===== config.mk =====
export PLATFORM = sky130hd
export DESIGN_NAME = vec_issue_sb
export DESIGN_NICKNAME = d
export VERILOG_FILES = /design/src/rtl/vis_pkg.sv /design/src/rtl/vis_busy_timer.sv /design/src/rtl/vis_defer_q.sv /design/src/rtl/vis_reg_track.sv /design/src/rtl/vec_issue_sb.sv
export SDC_FILE = /design/constraint.sdc
export NUM_CORES = 1
export LEC_CHECK = 0
export CORE_MARGIN = 4
export CORE_UTILIZATION = 37
export CTS_BUF_LIST = sky130_fd_sc_hd__clkbuf_4 sky130_fd_sc_hd__clkbuf_8
export DETAILED_ROUTE_END_ITERATION = 16
export PLACE_DENSITY = 0.65
export SLEW_MARGIN = 20
export SYNTH_ARGS = -nofsm -noshare
export SYNTH_HDL_FRONTEND = slang
export SYNTH_SLANG_ARGS = --single-unit

===== constraint.sdc =====
create_clock -name clk -period 2.9 [get_ports clk]
set_clock_uncertainty 0.1 [all_clocks]
set_input_delay 0.435 -clock clk [delete_from_list [all_inputs] [get_ports clk]]
set_output_delay 0.435 -clock clk [all_outputs]
set_load 0.02 [all_outputs]

===== src/rtl/vis_pkg.sv =====
package vis_pkg;
  // Instruction class carried on in_op
  typedef enum logic [1:0] {
    OP_LOAD  = 2'b00,
    OP_STORE = 2'b01,
    OP_ARI0  = 2'b10,
    OP_ARI1  = 2'b11
  } op_e;

  function automatic logic op_is_arith(input op_e op);
    return op[1];
  endfunction
endpackage


===== src/rtl/vis_busy_timer.sv =====
module vis_busy_timer #(
  parameter int LAT = 9
) (
  input  logic clk,
  input  logic rst_n,
  input  logic start,
  output logic idle,
  output logic done
);
  localparam int CW = $clog2(LAT + 1);
  localparam logic [CW-1:0] LOAD = CW'(LAT);

  logic [CW-1:0] cnt;

  always_ff @(posedge clk or negedge rst_n) begin
    if (!rst_n)       cnt <= '0;
    else if (start)   cnt <= LOAD;
    else if (!idle)   cnt <= cnt - CW'(1);
  end

  assign idle = (cnt == '0);
  assign done = (cnt == CW'(1));

  // a pipe is never restarted while it is still occupied
  a_r3_no_restart: assert property (@(posedge clk) disable iff (!rst_n)
    start |-> idle);
endmodule


===== src/rtl/vis_defer_q.sv =====
module vis_defer_q #(
  parameter int DEPTH = 2,
  parameter int NREG  = 8,
  parameter int RW    = $clog2(NREG)
) (
  input  logic            clk,
  input  logic            rst_n,
  input  logic            push,
  input  logic [RW-1:0]   push_dst,
  input  logic [RW-1:0]   push_sa,
  input  logic [RW-1:0]   push_sb,
  input  logic            pop,
  output logic [RW-1:0]   head_dst,
  output logic [RW-1:0]   head_sa,
  output logic [RW-1:0]   head_sb,
  output logic            empty,
  output logic            full,
  output logic [NREG-1:0] rd_mask
);
  localparam int PW = (DEPTH > 1) ? $clog2(DEPTH) : 1;

  logic [RW-1:0]    dst_m [DEPTH];
  logic [RW-1:0]    sa_m  [DEPTH];
  logic [RW-1:0]    sb_m  [DEPTH];
  logic [DEPTH-1:0] vld;
  logic [PW-1:0]    wp, rp;

  function automatic logic [PW-1:0] nxt(input logic [PW-1:0] p);
    return (p == PW'(DEPTH - 1)) ? '0 : p + PW'(1);
  endfunction

  always_ff @(posedge clk or negedge rst_n) begin
    if (!rst_n) begin
      wp  <= '0;
      rp  <= '0;
      vld <= '0;
    end else begin
      if (push) begin
        vld[wp] <= 1'b1;
        wp      <= nxt(wp);
      end
      if (pop) begin
        vld[rp] <= 1'b0;
        rp      <= nxt(rp);
      end
    end
  end

  always_ff @(posedge clk) begin
    if (push) begin
      dst_m[wp] <= push_dst;
      sa_m[wp]  <= push_sa;
      sb_m[wp]  <= push_sb;
    end
  end

  assign head_dst = dst_m[rp];
  assign head_sa  = sa_m[rp];
  assign head_sb  = sb_m[rp];
  assign empty    = (vld == '0);
  assign full     = &vld;

  // Registers read by any entry that has not yet started
  always_comb begin
    rd_mask = '0;
    for (int i = 0; i < DEPTH; i++) begin
      for (int r = 0; r < NREG; r++) begin
        if (vld[i] && (sa_m[i] == RW'(r) || sb_m[i] == RW'(r)))
          rd_mask[r] = 1'b1;
      end
    end
  end

  a_r8_no_overflow: assert property (@(posedge clk) disable iff (!rst_n)
    push |-> !full);
  a_r8_no_underflow: assert property (@(posedge clk) disable iff (!rst_n)
    pop |-> !empty);
endmodule


===== src/rtl/vis_reg_track.sv =====
module vis_reg_track #(
  parameter int NREG = 8,
  parameter int RW   = $clog2(NREG)
) (
  input  logic            clk,
  input  logic            rst_n,
  input  logic            ld_set,
  input  logic [RW-1:0]   ld_set_idx,
  input  logic            ld_clr,
  input  logic [RW-1:0]   ld_clr_idx,
  input  logic            ar_set,
  input  logic [RW-1:0]   ar_set_idx,
  input  logic            ar_clr,
  input  logic [RW-1:0]   ar_clr_idx,
  output logic [NREG-1:0] lpend,
  output logic [NREG-1:0] apend
);
  for (genvar r = 0; r < NREG; r++) begin : g_reg
    logic lp_q, ap_q;

    always_ff @(posedge clk or negedge rst_n) begin
      if (!rst_n)                                 lp_q <= 1'b0;
      else if (ld_set && ld_set_idx == RW'(r))    lp_q <= 1'b1;
      else if (ld_clr && ld_clr_idx == RW'(r))    lp_q <= 1'b0;
    end

    always_ff @(posedge clk or negedge rst_n) begin
      if (!rst_n)                                 ap_q <= 1'b0;
      else if (ar_set && ar_set_idx == RW'(r))    ap_q <= 1'b1;
      else if (ar_clr && ar_clr_idx == RW'(r))    ap_q <= 1'b0;
    end

    assign lpend[r] = lp_q;
    assign apend[r] = ap_q;
  end

  // a register never has two outstanding writers
  a_r6_single_writer: assert property (@(posedge clk) disable iff (!rst_n)
    (lpend & apend) == '0);
  a_r6_load_set_free: assert property (@(posedge clk) disable iff (!rst_n)
    ld_set |-> !(lpend[ld_set_idx] || apend[ld_set_idx]));
  a_r6_arith_set_free: assert property (@(posedge clk) disable iff (!rst_n)
    ar_set |-> !(lpend[ar_set_idx] || apend[ar_set_idx]));
endmodule


===== src/rtl/vec_issue_sb.sv =====
module vec_issue_sb #(
  parameter int NREG    = 8,
  parameter int QDEPTH  = 2,
  parameter int MEM_LAT = 9,
  parameter int ALU_LAT = 5,
  localparam int RW     = $clog2(NREG)
) (
  input  logic            clk,
  input  logic            rst_n,
  input  logic            in_valid,
  output logic            in_ready,
  input  logic [1:0]      in_op,
  input  logic [RW-1:0]   in_dst,
  input  logic [RW-1:0]   in_src_a,
  input  logic [RW-1:0]   in_src_b,
  output logic            mem_go,
  output logic            mem_store,
  output logic [RW-1:0]   mem_reg,
  output logic            alu_go,
  output logic [RW-1:0]   alu_dst,
  output logic [RW-1:0]   alu_src_a,
  output logic [RW-1:0]   alu_src_b,
  output logic [NREG-1:0] reg_busy
);
  import vis_pkg::*;

  op_e  op;
  logic is_load, is_store, is_arith;
  logic [NREG-1:0] lpend, apend, busy, q_rd;
  logic mem_idle, mem_done, alu_idle, alu_done;
  logic q_empty, q_full;
  logic [RW-1:0] hd_dst, hd_sa, hd_sb;
  logic rdy, acc, mem_start, q_push, alu_start;

  assign op       = op_e'(in_op);
  assign is_arith = op_is_arith(op);
  assign is_load  = (op == OP_LOAD);
  assign is_store = (op == OP_STORE);
  assign busy     = lpend | apend;

  // Hazard checks on the presented instruction
  always_comb begin
    case (op)
      OP_LOAD:  rdy = mem_idle && !busy[in_dst] && !q_rd[in_dst];
      OP_STORE: rdy = mem_idle && !busy[in_src_a];
      default:  rdy = !q_full && !busy[in_dst];
    endcase
  end

  assign in_ready  = rdy;
  assign acc       = in_valid && rdy;
  assign mem_start = acc && !is_arith;
  assign q_push    = acc && is_arith;
  assign alu_start = !q_empty && alu_idle && !lpend[hd_sa] && !lpend[hd_sb];

  vis_busy_timer #(.LAT(MEM_LAT)) u_mem_tmr (
    .clk(clk), .rst_n(rst_n), .start(mem_start), .idle(mem_idle), .done(mem_done)
  );

  vis_busy_timer #(.LAT(ALU_LAT)) u_alu_tmr (
    .clk(clk), .rst_n(rst_n), .start(alu_start), .idle(alu_idle), .done(alu_done)
  );

  vis_defer_q #(.DEPTH(QDEPTH), .NREG(NREG), .RW(RW)) u_q (
    .clk(clk), .rst_n(rst_n),
    .push(q_push), .push_dst(in_dst), .push_sa(in_src_a), .push_sb(in_src_b),
    .pop(alu_start),
    .head_dst(hd_dst), .head_sa(hd_sa), .head_sb(hd_sb),
    .empty(q_empty), .full(q_full), .rd_mask(q_rd)
  );

  vis_reg_track #(.NREG(NREG), .RW(RW)) u_trk (
    .clk(clk), .rst_n(rst_n),
    .ld_set(mem_start && is_load), .ld_set_idx(in_dst),
    .ld_clr(mem_done && !mem_store), .ld_clr_idx(mem_reg),
    .ar_set(q_push), .ar_set_idx(in_dst),
    .ar_clr(alu_done), .ar_clr_idx(alu_dst),
    .lpend(lpend), .apend(apend)
  );

  always_ff @(posedge clk or negedge rst_n) begin
    if (!rst_n) begin
      mem_go    <= 1'b0;
      mem_store <= 1'b0;
      mem_reg   <= '0;
      alu_go    <= 1'b0;
      alu_dst   <= '0;
      alu_src_a <= '0;
      alu_src_b <= '0;
    end else begin
      mem_go <= mem_start;
      alu_go <= alu_start;
      if (mem_start) begin
        mem_store <= is_store;
        mem_reg   <= is_store ? in_src_a : in_dst;
      end
      if (alu_start) begin
        alu_dst   <= hd_dst;
        alu_src_a <= hd_sa;
        alu_src_b <= hd_sb;
      end
    end
  end

  assign reg_busy = busy;

  // a dispatched load never targets an operand of a waiting arithmetic entry
  a_r5_load_war: assert property (@(posedge clk) disable iff (!rst_n)
    (mem_go && !mem_store) |-> !q_rd[mem_reg]);
  // arithmetic starts only after loads feeding it have finished
  a_r7_raw_load: assert property (@(posedge clk) disable iff (!rst_n)
    alu_go |-> (!lpend[alu_src_a] && !lpend[alu_src_b]));
  // a store reads only completed registers
  a_r9_store_raw: assert property (@(posedge clk) disable iff (!rst_n)
    (mem_go && mem_store) |-> !busy[mem_reg]);
  // one arithmetic start at a time
  a_r12_single_start: assert property (@(posedge clk) disable iff (!rst_n)
    alu_go |=> !alu_go);
endmodule


* Word level (Yosys, flattened, before mapping)
Memory sizes are Yosys's and may differ from the RTL's. A register that Yosys moved wholly into a read port is not among the register bits. Index checks and enable logic that the tools add are counted.
Cells by class: order comparisons 8, bitwise logic cells 4, multiplexer cells 74, reduce and logical (&&, ||, !) cells 116, eq/ne operators 54, add/sub/neg operators 4
Operators with widths (number):
- == test 3 bit, second input constant | 28
- logical AND 1 bit | 62
- 2-to-1 mux 1 bit | 59
- == test 3 x 2 -> 1 bit, second input constant | 14
- nonzero test 2 bit | 16
- == test 3 x 1 -> 1 bit, second input constant | 8
- logical NOT 3 bit | 8
- logical OR 1 bit | 16
- less-than comparator 3 x 4 -> 1 bit, second input constant | 4
- binary-select mux 1 bit (select 3 bit) | 5
- logical NOT 1 bit | 10
- 2-to-1 mux 3 bit | 3
- 2-to-1 mux 4 bit | 2
- OR 8 bit | 1
- == test 4 x 1 -> 1 bit, second input constant | 1
- logical NOT 2 bit | 2
- logical NOT 4 bit | 1
- less-than comparator 1 x 2 -> 1 bit, second input constant | 2
- 2-to-1 mux 2 bit | 2
- inequality test 2 x 1 -> 1 bit, second input constant | 2
- subtractor 4 x 1 -> 4 bit, second input constant | 1
- subtractor 3 x 1 -> 3 bit, second input constant | 1
- adder 1 bit, second input constant | 2
- bitwise AND 2 bit | 1
- 7 further kinds | 9
Word-level totals: register bits 39, output and inout bits 24, memories kept 3, logic and storage cells 290, bits of input ports 14, bits in writable memories 18
Memories:
- u_q.dst_m | words 2, bits a word 3, rd ports 1, clocked after Yosys merged registers in 1, wr ports 1, line vis_defer_q.sv:22 | logic [RW-1:0] dst_m [DEPTH];
- u_q.sa_m | words 2, bits a word 3, rd ports 3, clocked after Yosys merged registers in 0, wr ports 1, line vis_defer_q.sv:23 | logic [RW-1:0] sa_m [DEPTH];
- u_q.sb_m | words 2, bits a word 3, rd ports 3, clocked after Yosys merged registers in 0, wr ports 1, line vis_defer_q.sv:24 | logic [RW-1:0] sb_m [DEPTH];

* Depth between registers and ports, before layout
depth after elaboration 15, gate-level depth with buffers 8, depth with buffers taken out 7

* Hierarchy
From an unflattened synthesis, not the netlist that was laid out.
Unflattened totals: cells, all modules 304, area, all modules 3469.6 µm²
Modules (own cells, without submodules):
- vis_defer_q | seq. area each 640.6 µm², cells each 81, times used 1, area an instance 1112.3 µm²
- vec_issue_sb | seq. area each 375.4 µm², cells each 106, times used 1, area an instance 1042.2 µm²
- vis_reg_track | seq. area each 400.4 µm², cells each 76, times used 1, area an instance 883.3 µm²
- vis_busy_timer (u_mem_tmr) | seq. area each 100.1 µm², cells each 23, times used 1, area an instance 239.0 µm²
- vis_busy_timer (u_alu_tmr) | seq. area each 75.1 µm², cells each 18, times used 1, area an instance 192.7 µm²

* Worst setup path before layout
Ideal clock, no wire load.
path kind in2out, start point input in_dst[1], end point output in_ready, path buffers 1, data arrival time 2.373 ns, slack -0.008 ns, stages on the path 8, data required time 2.365 ns, path through buf_4 xnor2_1 a32oi_1 o32ai_1 or4_1 o21ai_2 a211oi_1 a211oi_1
On the way: longest elaborated chain between the ends 6, elaborated cells on any way between the ends 10, those cells by class mux (5); reduce/logical (5)
Ends and longest elaborated chain:
- from (decl) | line vec_issue_sb.sv:13 | input logic [RW-1:0] in_dst,
- binary-select mux 1 bit (select 3 bit) | line vec_issue_sb.sv:44, vec_issue_sb.sv:46
- 2-to-1 mux 1 bit (not written as such) | line vec_issue_sb.sv:44, vec_issue_sb.sv:46
- logical NOT 1 bit | line vec_issue_sb.sv:44, vec_issue_sb.sv:46
- logical AND 1 bit (2 in series) | line vec_issue_sb.sv:44 | OP_LOAD: rdy = mem_idle && !busy[in_dst] && !q_rd[in_dst];
- one-hot mux 1 bit (2 select lines) * | line vec_issue_sb.sv:43 | case (op)
- to (decl) | line vec_issue_sb.sv:11 | output logic in_ready,
Every way passes the cells marked *; elsewhere a longest branch is shown, timed or not. The select of a mux whose other input is x is not followed.

* Final worst setup path
start point register u_trk.g_reg[5].lp_q, end point output in_ready
On the way: longest elaborated chain between the ends 7, elaborated cells on any way between the ends 12, those cells by class mux (5); bitwise (1); reduce/logical (6)
Ends and longest elaborated chain:
- from (decl) | line vis_reg_track.sv:19 | logic lp_q, ap_q;
- from (signal assigned) | line vis_reg_track.sv:22 | if (!rst_n) lp_q <= 1'b0;
- from (signal assigned) | line vis_reg_track.sv:23 | else if (ld_set && ld_set_idx == RW'(r)) lp_q <= 1'b1;
- from (signal assigned) | line vis_reg_track.sv:24 | else if (ld_clr && ld_clr_idx == RW'(r)) lp_q <= 1'b0;
- OR 8 bit * | line vec_issue_sb.sv:39 | assign busy = lpend | apend;
- binary-select mux 1 bit (select 3 bit) | line vec_issue_sb.sv:44, vec_issue_sb.sv:46
- 2-to-1 mux 1 bit (not written as such) | line vec_issue_sb.sv:44, vec_issue_sb.sv:46
- logical NOT 1 bit | line vec_issue_sb.sv:44, vec_issue_sb.sv:46
- logical AND 1 bit (2 in series) | line vec_issue_sb.sv:44
- one-hot mux 1 bit (2 select lines) * | line vec_issue_sb.sv:43
Marked as above.

==> flow_summary.yaml <==
power:
  power_density_nw_per_um2: 669
  p_leak_uw: 0.00172
  vdd_drop_max_mv: 0.278
die:
  rows: 34
  start_util_pct: 38.0
  core_area_sq_um: 8720
  fp.dieArea_sq_um: 10500
  ioPinCount: 38
  die_x_um: 103
  fp.dieH_um: 103
synth:
  synth_compound_area_share_pct: 15.9
  synth_top_family_by_area: "simple AND/OR/NAND/NOR gates"
  yosys.area.top_type: "dfrtp_1"
  synthAdderAreaFrac_pct: 1.89
  async_flop_share_pct: 70.0
  yosys.area_share.simple_pct: 18.1
  synth_mux_area_share_pct: 10.0
  synth_seq_area_share_pct: 48.0
  synth_warnings: 0
  synth_top_area_share_pct: 31.7
  syn_nets: 331
  ys_top_cells_by_count: "dfrtp_1, nand2_1, o21ai_0"
  synth.most_common_cell: "dfrtp_1"
  avgSynthCellArea_sq_um: 10.6
  ys_seq_elements: 60
  synth_flop_cell: "dfrtp_1"
  synth.area.top_cells: "dfrtp_1, edfxtp_1, o21ai_0"
  synth-xor-area-share_pct: 2.11
  synth-edff-count: 18
  netlist-cell-type-count: 62
  netlist_area_sq_um: 3310
  synthCells: 312
grt:
  grt_usage_pct: 17.4
  grt.overflow.total: 0
  grt_pass1_vias: 2705
  grt_pass1_wl_mm: 14.1
  antenna_found_initial: 0
  grt_max_degree: 43
placement:
  pre_cts_ws_ps: -681
  place_inst: 496
  io_buffers: 37
  gp_congestion: 0.929
  place_hpwl_mm: 6.54
  place_area_sq_um: 4180
clocking:
  cts_root_buffer: "clkbuf_8"
  cts_tree: "built"
  cts_buffers: 9
  cts.sinks: 60
  cts_hold_buf: 0
  htree_levels: 3
  insertion_delay_ps: 350
  cts_buffer_depth: 2
  clk_pin_slew_ps: 70
routing:
  dr_wl_met3_um: 643
  wl_met2_mm: 4.05
  postRouteAntennaNets: 0
  dr.first_iter.drc_count: 286
  wl_per_cell_um: 17.0
  remaining_drc_errors: 0
  dr.pass1.iters: 4
  top_layer_used: "met4"
  via_per_inst: 5.46
  routed_wl_mm: 8.72
  wl_met1_mm: 3.85
  dr_total_vias: 2808
timing:
  drv_slew: 0
  setup_ws_ps: 1.61
  min_period_over_period_pct: 99.9
  fin_setup_tns_ps: 0
  min_period_ps: 2900
  fmax_mhz: 345
  relSlewSlack_pct: 35.6
  tightest_slew_ps: 966
  hold_viol: 0
  rsz0062_at_grt: "true"
  setup_violations: 0
critical_path:
  setup.worst_path.start_class: "register"
  critPathMaxStageDelay_ps: 470
  crit_slowest_cell: "mux4_2"
  path_class: "register to output pin"
  end_kind: "output pin"
  crit_required_ps: 2370
  arrival_ps: 2360
  path_cells: "or2_1 > mux2_2 > mux4_2 > o21a_4 > a211oi_2 > buf_4"
  cp_max_fo: 3
  reg2regPathDepth: 7
final_layout:
  drive_gt1_share_pct: 25.6
  utilization_pct: 51.0
  layout.cells.non_filler: 514
  antenna_cells: 0
  stdcell_area_sq_um: 4450
  synthToLayoutAreaGrowth_pct: 34.3
  reg_top3: "u_trk.g.ap_q (8), u_trk.g.lp_q (8)"
  nets: 420
flow_run:
  drv_cap: 0
outcome:
  status: "finished clean"
hold_path:
  worstHoldPathType: "input port to asynchronous set/reset pin"
## cell type report
cell class                      count  area (sq um)
Sequential cell                    60          1590
Fill cell                         762          4270
Clock inverter                      4          46.3
Inverter                           14          52.6
Tap cell                          108           135
Clock buffer                       12           159
Multi-Input combinational cell    220          1640
Timing Repair Buffer               96           826
## report_power, final
part | leakage [uW] | internal [uW] | switching (uW) | total [uW]
combinational | 0.000966 | 503 | 491 | 994
clock | 0.000110 | 451 | 330 | 780
sequential | 0.000639 | 1040 | 155 | 1200
## stage by stage
step | hold slack [ps] | total power (uW)
4_1_cts | 169 | 2990
2_1_floorplan | 39.4 | 1770
3_3_place_gp | 364 | 2170
3_5_place_dp | 370 | 2190
6_report | 143 | 2970
5_1_grt | 210 | 3150
## metal layers
metal | vias to the layer above | track usage (%)
met4 | 0 | 6.56
met2 | 111 | 27.0
met3 | 20 | 5.41
met1 | 1342 | 23.0
li1 | 1335 | -
met5 | - | 0
## path summary, 6_finish.rpt
path	from	to	slack [ps]
max in group asynchronous	rst_n	u_q.vld[1]	1960
hold / removal	rst_n	u_trk.g_reg[4].ap_q	140
setup reg to reg	u_trk.g_reg[5].lp_q	u_trk.g_reg[0].lp_q	170
hold reg to reg	alu_src_b[0]	alu_src_b[0]	380
min in group clk	alu_src_b[0]	alu_src_b[0]	380
setup / recovery	u_trk.g_reg[5].lp_q	in_ready	2
## cells by family (layout without fill, tap and decap cells)
| kind of cell | Yosys count | in the layout |
|---|---|---|
| xor+xnor | 8 | 8 |
| buf+inv | 32 | 126 |
| compound gates | 75 | 75 |
| mux | 24 | 24 |
| flops | 60 | 60 |
| fa+ha+maj | 5 | 5 |
| simple gates | 108 | 108 |
## critical path: cells and delay by family (launching register included)
family / cells / cell delay [ps]
AND/OR/NAND/NOR: 1 / 270
multiplexers: 2 / 750
AO/OA/AOI/OAI: 2 / 440
flip-flops: 1 / 390
buffers and inverters: 1 / 170
## timing repair
action	4_1_cts	5_1_grt
buffers inserted	2	0
pin swaps	3	3
gates resized for setup	16	9
setup endpoints to repair	1	1
## layout by cell type (no fill, tap or decap), drive strengths merged, types with 3 or more instances in the layout
master / count
o31ai: 9
nor3b: 4
mux4: 5
mux2: 6
a2111oi: 4
nand4b: 4
xnor2: 7
nand3: 4
edfxtp: 18
o21ai: 32
or2: 5
nor2: 14
a21oi: 5
ha: 5
nand2b: 9
nor4: 4
buf: 61
nor2b: 4
nor3: 11
nand3b: 4
dlygate4sd2: 3
mux2i: 13
clkdlybuf4s50: 31
o41ai: 4
a211oi: 3
clkbuf: 12
inv: 15
nand2: 34
dfrtp: 42
Power figures use the tool's default switching activity.
